File: src/rtl/can_err_pkg.sv
package can_err_pkg;
  localparam int unsigned DEF_CNT_W    = 8;
  localparam int unsigned DEF_WARN_LVL = 96;
  localparam int unsigned DEF_PASS_LVL = 127;

  // bit positions in the write-one-to-clear vector
  typedef enum int unsigned {
    CLR_ERRIF   = 0,
    CLR_INVALID = 1,
    CLR_OVERRUN = 2
  } clr_bit_e;

  localparam int unsigned NUM_STICKY = 3;
endpackage

File: src/rtl/can_err_sat_cnt.sv
module can_err_sat_cnt #(
  parameter int unsigned W = 8
) (
  input  logic         clk,
  input  logic         rst,
  input  logic         up,
  input  logic         down,
  output logic [W-1:0] cnt_q,
  output logic [W-1:0] cnt_d
);
  localparam logic [W-1:0] TOP = {W{1'b1}};

  always_comb begin
    cnt_d = cnt_q;
    if (up && !down && cnt_q != TOP)
      cnt_d = cnt_q + 1'b1;
    else if (down && !up && cnt_q != '0)
      cnt_d = cnt_q - 1'b1;
  end

  always_ff @(posedge clk) begin
    if (rst) cnt_q <= '0;
    else     cnt_q <= cnt_d;
  end
endmodule

File: src/rtl/can_err_cmp.sv
module can_err_cmp #(
  parameter int unsigned W         = 8,
  parameter int unsigned LIMIT     = 96,
  parameter bit          INCLUSIVE = 1'b0
) (
  input  logic [W-1:0] value,
  output logic         hit
);
  localparam logic [W-1:0] LIM = W'(LIMIT);

  generate
    if (INCLUSIVE) begin : g_ge
      assign hit = (value >= LIM);
    end else begin : g_gt
      assign hit = (value > LIM);
    end
  endgenerate
endmodule

File: src/rtl/can_err_sticky.sv
module can_err_sticky #(
  parameter int unsigned N = 3
) (
  input  logic         clk,
  input  logic         rst,
  input  logic [N-1:0] set,
  input  logic [N-1:0] clr,
  output logic [N-1:0] q
);
  generate
    for (genvar i = 0; i < N; i++) begin : g_bit
      always_ff @(posedge clk) begin
        if (rst)         q[i] <= 1'b0;
        else if (set[i]) q[i] <= 1'b1;
        else if (clr[i]) q[i] <= 1'b0;
      end
    end
  endgenerate
endmodule

File: src/rtl/can_err_status.sv
module can_err_status
  import can_err_pkg::*;
#(
  parameter int unsigned CNT_W    = DEF_CNT_W,
  parameter int unsigned WARN_LVL = DEF_WARN_LVL,
  parameter int unsigned PASS_LVL = DEF_PASS_LVL
) (
  input  logic             clk,
  input  logic             rst,
  input  logic             rx_err_i,
  input  logic             tx_err_i,
  input  logic             rx_ovf_i,
  input  logic             rx_ok_i,
  input  logic             tx_ok_i,
  input  logic [2:0]       flag_clr_i,
  output logic [CNT_W-1:0] rx_cnt_o,
  output logic [CNT_W-1:0] tx_cnt_o,
  output logic             rx_warn_o,
  output logic             tx_warn_o,
  output logic             rx_passive_o,
  output logic             invalid_o,
  output logic             overrun_o,
  output logic             errif_o
);
  logic [CNT_W-1:0] rx_d, tx_d;
  logic rx_warn_d, tx_warn_d, rx_pass_d;
  logic level_rise;
  logic [NUM_STICKY-1:0] st_set, st_q;

  can_err_sat_cnt #(.W(CNT_W)) u_rx_cnt (
    .clk(clk), .rst(rst), .up(rx_err_i), .down(rx_ok_i),
    .cnt_q(rx_cnt_o), .cnt_d(rx_d));

  can_err_sat_cnt #(.W(CNT_W)) u_tx_cnt (
    .clk(clk), .rst(rst), .up(tx_err_i), .down(tx_ok_i),
    .cnt_q(tx_cnt_o), .cnt_d(tx_d));

  // present-state levels (outputs)
  can_err_cmp #(.W(CNT_W), .LIMIT(WARN_LVL), .INCLUSIVE(1'b1)) u_rx_warn_q (
    .value(rx_cnt_o), .hit(rx_warn_o));
  can_err_cmp #(.W(CNT_W), .LIMIT(WARN_LVL), .INCLUSIVE(1'b0)) u_tx_warn_q (
    .value(tx_cnt_o), .hit(tx_warn_o));
  can_err_cmp #(.W(CNT_W), .LIMIT(PASS_LVL), .INCLUSIVE(1'b0)) u_rx_pass_q (
    .value(rx_cnt_o), .hit(rx_passive_o));

  // next-state levels, used to spot a crossing at the same edge
  can_err_cmp #(.W(CNT_W), .LIMIT(WARN_LVL), .INCLUSIVE(1'b1)) u_rx_warn_d (
    .value(rx_d), .hit(rx_warn_d));
  can_err_cmp #(.W(CNT_W), .LIMIT(WARN_LVL), .INCLUSIVE(1'b0)) u_tx_warn_d (
    .value(tx_d), .hit(tx_warn_d));
  can_err_cmp #(.W(CNT_W), .LIMIT(PASS_LVL), .INCLUSIVE(1'b0)) u_rx_pass_d (
    .value(rx_d), .hit(rx_pass_d));

  assign level_rise = (rx_warn_d & ~rx_warn_o) |
                      (tx_warn_d & ~tx_warn_o) |
                      (rx_pass_d & ~rx_passive_o);

  always_comb begin
    st_set              = '0;
    st_set[CLR_ERRIF]   = rx_err_i | rx_ovf_i | level_rise;
    st_set[CLR_INVALID] = rx_err_i;
    st_set[CLR_OVERRUN] = rx_ovf_i;
  end

  can_err_sticky #(.N(NUM_STICKY)) u_flags (
    .clk(clk), .rst(rst), .set(st_set), .clr(flag_clr_i), .q(st_q));

  assign errif_o   = st_q[CLR_ERRIF];
  assign invalid_o = st_q[CLR_INVALID];
  assign overrun_o = st_q[CLR_OVERRUN];
endmodule

File: config.mk
export PLATFORM = sky130hd
export DESIGN_NAME = can_err_status
export DESIGN_NICKNAME = d
export VERILOG_FILES = /design/src/rtl/can_err_pkg.sv /design/src/rtl/can_err_sat_cnt.sv /design/src/rtl/can_err_cmp.sv /design/src/rtl/can_err_sticky.sv /design/src/rtl/can_err_status.sv
export SDC_FILE = /design/constraint.sdc
export NUM_CORES = 1
export LEC_CHECK = 0
export BUFFER_PORTS_ARGS = -buffer_cell sky130_fd_sc_hd__buf_2
export CAP_MARGIN = 40
export CORE_AREA = 2 2 67 69
export CTS_BUF_LIST = sky130_fd_sc_hd__clkbuf_2 sky130_fd_sc_hd__clkbuf_4 sky130_fd_sc_hd__clkbuf_8
export CTS_CLUSTER_SIZE = 12
export DETAILED_ROUTE_END_ITERATION = 7
export DIE_AREA = 0 0 69 71
export GPL_ROUTABILITY_DRIVEN = 0
export SYNTH_ARGS = -nofsm -noshare
export SYNTH_HDL_FRONTEND = slang
export SYNTH_HIERARCHICAL = 1
export SYNTH_SLANG_ARGS = --single-unit
File: constraint.sdc
create_clock -name clk -period 4.25 [get_ports clk]
set_input_delay 0.425 -clock clk [delete_from_list [all_inputs] [get_ports clk]]
set_output_delay 0.425 -clock clk [all_outputs]
set_load 0.05 [all_outputs]
==> summary.md, run 1 <==
| Metric | Value |
|---|---|
| Status | `complete, no violations` |
| Remaining design rule violation count | `0` |
| Largest stage delay on the critical path | `440 ps` |
| First-pass GRT wire length | `5930 um` |
| Final total negative setup slack | `0 ps` |
| Worst-case headroom to the max-slew limit | `0.658` |
| Share of final-layout standard cells stronger than drive strength 1 | `0.304` |
| Number of buffers inserted to repair setup after CTS | `0` |
| Count of TritonRoute iterations in the first routing pass | `4` |
| Post-layout instance area | `1760 um2` |
| Leakage component of the power | `0.000762 uW` |
| Netlist Area Pre-Place | `1570 um2` |
| Signed area change from the synthesized netlist to the final layout | `12.5%` |
| Type of the worst setup path | `flop to flop` |
| Period Utilization, post-route | `0.541` |
| Clock slew at reported path FFs | `70 ps` |
| Combined buffer and inverter count along the critical path | `2` |
| Clock latency reported for the late side of the worst-skew pair | `250 ps` |
| 1st-iter DRT viols | `52` |
| Arrival time of the worst setup path | `2430 ps` |
| Placed inst area | `1720 um2` |
| Ys Warns | `6` |
| Crit Path Max Fanout | `7` |
| Final-report hold violation count | `0` |
| Detailed Route WL | `3500 um` |
| Final number of max-transition violations | `0` |
| Routed via count divided by cell count | `5.32` |
| Synthesized Nets | `198` |
| Port Buffer Count | `31` |
| Worst setup slack for register-to-register paths | `1950 ps` |
| Global routing usage summed across all routing layers | `0.146` |
| VDD IR max | `392 uV` |
| Fmax | `435 MHz` |
| Crit start category | `flop` |
| Worst min-delay path category | `input port to flop` |
| Clock root buffer | `clkbuf_8` |
| Number of rows created at floorplan | `24` |
| Initial Util | `0.373` |
| Number of global-route vias before repair | `1,286` |
| HPWL after detailed placement | `2610 um` |
| Bufs on Longest Clock Path | `2` |
| Slowest stage cell, crit path | `dfxtp_1` |
| Number of failing setup endpoints in the final timing report | `0` |
| Initial antenna violation count | `0` |
| Count of mapped cells out of synthesis | `182` |
| Placeable core region | `4200 um2` |
| Antenna-violating nets left | `0` |
| Skew final | `5.23 ps` |
| Clock tree sinks | `19` |
| Gate family responsible for the most delay along the worst path | `simple AND/OR/NAND/NOR gates` |
| RSZ-0062 raised after global routing | `false` |
| Resize count post-CTS | `0` |
| Slew at the pin with the worst max-slew slack | `512 ps` |
| Hold Buf Count CTS | `0` |
| Die width | `69 um` |
| Count of boundary I/O pins | `32` |
| Number of buffers inserted during clock tree synthesis | `3` |
| Crit path cell chain | `inv_1 > ha_1 > nor3b_2 > nor4b_2 > a21o_2 > a21oi_1 > nor4_1 > a21oi_1 > nand2b_1 > o2111ai_1 > inv_1 > a21oi_1` |
| Pin count of the biggest net entering global routing | `28` |
| Final cell utilization of the core | `0.419` |
| Post-layout minimum cycle time | `2300 ps` |
| Cell mode on critical path | `a21oi_1` |
| Maximum capacitance violations | `0` |
| Overflow left after global routing | `0` |
| Count of inserted antenna diode cells | `0` |
| Mean area per synthesized cell | `8.61 um2` |
| Power density over the cells | `590 nW/um2` |
| Worst setup EP type | `flop` |
| Area of the die | `4900 um2` |
| Worst path required time | `4380 ps` |
| H-tree levels | `1` |
| Vias post-DR | `1,378` |
| # nets final | `224` |
| CTS tree | `built` |
| Average detailed-routed wire length per instance | `13.5 um` |
| Chip height | `71 um` |
| Final-layout fill cell count | `459` |
[cells in the final DEF, fill, tap and decap left out, types with 2 or more instances in the layout]
cell type  instances
buf_2             31
dfxtp_1           19
nor2_1            16
a21oi_1           15
nand2_1           10
nand2b_1           9
inv_1              8
nor3_1             8
nor2b_1            8
nor4_1             6
a211oi_1           6
a21o_1             6
mux2_2             6
ha_1               6
nand3_1            4
a21oi_2            4
a22oi_2            4
xnor2_1            4
clkbuf_8           3
nand4bb_1          2
a2111o_1           2
nand3b_1           2
nor3b_2            2
a2bb2oi_1          2
and3_1             2
and4_1             2
nor4_4             2
or3_4              2
o21bai_1           2
nor4b_2            2
a21o_2             2
a311oi_1           2
a211oi_2           2
mux2_4             2
[worst register-to-register path: stages, from the launching register on]
cell	delay, ps
dfxtp_1	440
inv_1	120
ha_1	200
nor3b_2	190
nor4b_2	300
a21o_2	160
a21oi_1	90
nor4_1	300
a21oi_1	100
nand2b_1	70
o2111ai_1	90
inv_1	60
a21oi_1	50
[final timing paths]
path / startpoint / to / cells after the start
setup / recovery: u_tx_cnt/cnt_q[0] / u_flags/q[0] / 12
hold / removal: rx_ovf_i / u_flags/q[2] / 3
setup reg to reg: u_tx_cnt/cnt_q[0] / u_flags/q[0] / 12
hold reg to reg: u_flags/q[0] / u_flags/q[0] / 2
[registers in the layout, summed over array words and instances, names as in the netlist]
signal and cells:
u_rx_cnt/cnt_q 8, u_tx_cnt/cnt_q 8, u_flags/q 3
[report_power, final]
| part | leakage (uW) | switching, uW | internal [uW] |
|---|---|---|---|
| Combinational | 0.000581 | 371 | 226 |
| Sequential | 0.000156 | 101 | 219 |
| Clock | 0.0000255 | 58.9 | 65.1 |
[routing by layer]
| layer | part of all wire | track usage |
|---|---|---|
| met1 | 0.50 | 0.193 |
| met2 | 0.46 | 0.246 |
| met3 | 0.039 | 0.0242 |
| met4 | 0.0071 | 0.0436 |
| met5 | 0 | 0 |
[stage by stage]
| stage | total power (uW) | std cells | hold slack (ps) | setup WS, ps |
|---|---|---|---|---|
| after detailed placement | 918 | 255 | 462 | 2000 |
| after CTS | 1050 | 259 | 406 | 1960 |
| after global routing | 1120 | 259 | 434 | 1710 |
| after global placement | 919 | 255 | 456 | 2000 |
| after floorplan | 820 | 182 | 494 | 1770 |
| final | 1040 | 259 | 412 | 1950 |
[area by class of cell]
type / instances / area, um2 / area share
sequential: 19 / 380 / 0.216
tap: 52 / 65.1 / 0.0369
timing repair buffer: 31 / 155 / 0.0880
multi-input combinational: 145 / 1090 / 0.616
clock buffer: 3 / 41.3 / 0.0234
clock inverter: 1 / 5.00 / 0.00284
inverter: 8 / 30.0 / 0.0170
No activity file was read; power rests on OpenSTA's default activity.
==> inputs of run 2 (changes only) <==
==> constraint.sdc (replaced) <==
create_clock -name clk -period 2.1 [get_ports clk]
set_input_delay 0.21 -clock clk [delete_from_list [all_inputs] [get_ports clk]]
set_output_delay 0.21 -clock clk [all_outputs]
set_load 0.05 [all_outputs]
==> summary.md, run 2 (synthesized netlist as in run 1, its figures left out) <==
| Metric | Value |
|---|---|
| Pin count of the biggest net entering global routing | `28` |
| Number of buffers inserted during clock tree synthesis | `3` |
| Slowest stage cell, crit path | `dfxtp_4` |
| Clock slew at reported path FFs | `80 ps` |
| Initial antenna violation count | `0` |
| Crit path cell chain | `ha_1 > and3_2 > a21o_1 > a21oi_1 > nor2_1 > nor4_2 > a21oi_1 > nand2b_1 > o2111ai_2 > inv_1 > a21oi_1` |
| CTS tree | `built` |
| Commonest non-fill, non-tap cell in the layout | `buf_2` |
| Setup slack after layout | `-37.4 ps` |
| Number of global-route vias before repair | `1,407` |
| Largest stage delay on the critical path | `360 ps` |
| Worst setup EP type | `flop` |
| Violated checks | `negative setup slack` |
| Arrival time of the worst setup path | `2260 ps` |
| Crit start category | `flop` |
| Bufs on Longest Clock Path | `2` |
| Antenna-violating nets left | `0` |
| Final number of max-transition violations | `0` |
| Initial Util | `0.373` |
| Port Buffer Count | `31` |
| Commonest cells after routing, fill and taps aside | `31 x buf_2, 28 x buf_4, 16 x nor2_1, 12 x a21oi_1, 10 x nand2_1` |
| RSZ-0062 raised after global routing | `true` |
| Crit Path Max Fanout | `4` |
| 1st-iter DRT viols | `86` |
| Combined buffer and inverter count along the critical path | `1` |
| Chip height | `71 um` |
| # nets final | `252` |
| Post-layout minimum cycle time | `2140 ps` |
| Clock latency reported for the late side of the worst-skew pair | `260 ps` |
| Largest registers in the final layout | `u_rx_cnt/cnt_q x8, u_tx_cnt/cnt_q x8, u_flags/q x3` |
| Placed inst area | `1930 um2` |
| Maximum capacitance violations | `0` |
| Final-report hold violation count | `0` |
| Number of failing setup endpoints in the final timing report | `1` |
| Overflow left after global routing | `0` |
| Clock tree sinks | `19` |
| Share of final-layout standard cells stronger than drive strength 1 | `0.498` |
| Worst path required time | `2230 ps` |
| Area of the die | `4900 um2` |
| Skew final | `4.99 ps` |
| Count of boundary I/O pins | `32` |
| Post-layout instance area | `2090 um2` |
| Signed area change from the synthesized netlist to the final layout | `33.5%` |
| Hold slack final | `197 ps` |
| Leakage component of the power | `0.000933 uW` |
| Fmax | `468 MHz` |
| Worst min-delay path category | `input port to flop` |
| Global routing usage summed across all routing layers | `0.157` |
| Worst-case headroom to the max-slew limit | `0.669` |
| First-pass GRT wire length | `6430 um` |
| Slew at the pin with the worst max-slew slack | `496 ps` |
| VDD IR max | `562 uV` |
| Placeable core region | `4200 um2` |
| Type of the worst setup path | `flop to flop` |
| Final std cells w/o fill | `287` |
| Power density over the cells | `1190 nW/um2` |
| Gate family responsible for the most delay along the worst path | `simple AND/OR/NAND/NOR gates` |
| Count of TritonRoute iterations in the first routing pass | `4` |
| Routed via count divided by cell count | `5.33` |
| Count of inserted antenna diode cells | `0` |
| Final-layout fill cell count | `409` |
| Period Utilization, post-route | `1.02` |
| Inst Count DP | `278` |
| Number of rows created at floorplan | `24` |
| H-tree levels | `1` |
| Cell mode on critical path | `a21oi_1` |
| Hold Buf Count CTS | `0` |
| Remaining design rule violation count | `0` |
| Vias post-DR | `1,531` |
| Die width | `69 um` |
| Status | `complete, but fails checks` |
| Average detailed-routed wire length per instance | `14.0 um` |
| Detailed Route WL | `4030 um` |
| HPWL after detailed placement | `2890 um` |
| Clock root buffer | `clkbuf_8` |
## run 2: cell count changes in the layout (fill, tap and decap cells not counted), sizes merged
cell | previous run | this run
buf | 31 | 59
## run 2: final timing paths
kind | start | end | slack, ps | cells past startpoint
hold reg to reg | u_flags/q[0] | u_flags/q[0] | 470 | 2
hold / removal | rx_ovf_i | u_flags/q[2] | 200 | 3
setup / recovery | u_tx_cnt/cnt_q[0] | u_flags/q[0] | -40 | 11
setup reg to reg | u_tx_cnt/cnt_q[0] | u_flags/q[0] | -40 | 11
## run 2: worst reg2reg max path, cell delays in order, from the launching register on
cell and delay (ps):
dfxtp_4 360, ha_1 220, and3_2 270, a21o_1 210, a21oi_1 190, nor2_1 90
nor4_2 260, a21oi_1 100, nand2b_1 90, o2111ai_2 90, inv_1 70, a21oi_1 50
## run 2: repair_timing
| item | CTS | global route |
|---|---|---|
| gates cloned | 0 | 0 |
| setup buffers | 2 | 3 |
| endpoints found under the setup margin | 1 | 1 |
| pin swaps | 6 | 7 |
| gates resized for setup | 8 | 8 |
## run 2: cell type report
| cell class | count | area, um2 | share of cell area |
|---|---|---|---|
| Multi-Input combinational cell | 145 | 1180 | 0.563 |
| Sequential cell | 19 | 407 | 0.194 |
| Timing Repair Buffer | 59 | 365 | 0.175 |
| Tap cell | 52 | 65.1 | 0.0311 |
| Clock buffer | 3 | 41.3 | 0.0197 |
| Inverter | 8 | 30.0 | 0.0144 |
| Clock inverter | 1 | 5.00 | 0.00239 |
## run 2: power breakdown
group	total [uW]	internal (uW)	leakage, uW	switching, uW
combinational	1570	688	0.000745	885
clock	257	132	0.0000255	125
sequential	650	466	0.000163	184
## run 2: metrics by stage
stage,setup WS [ps],util,setup TNS (ps),total power [uW]
floorplan,6.66,-,0,1720
global placement,-27.3,0.460,-27.3,2080
detailed placement,-94.2,0.460,-94.2,2090
CTS,5.55,0.484,0,2440
global route,-166,0.497,-166,2630
finish,-37.4,0.497,-37.4,2480
## run 2: layer usage
layer,track usage,share of wire,vias to the layer above
met5,0,0,-
met4,0.0697,0.016,0
met3,0.0199,0.032,6
met2,0.286,0.52,35
met1,0.185,0.43,719
li1,-,-,771
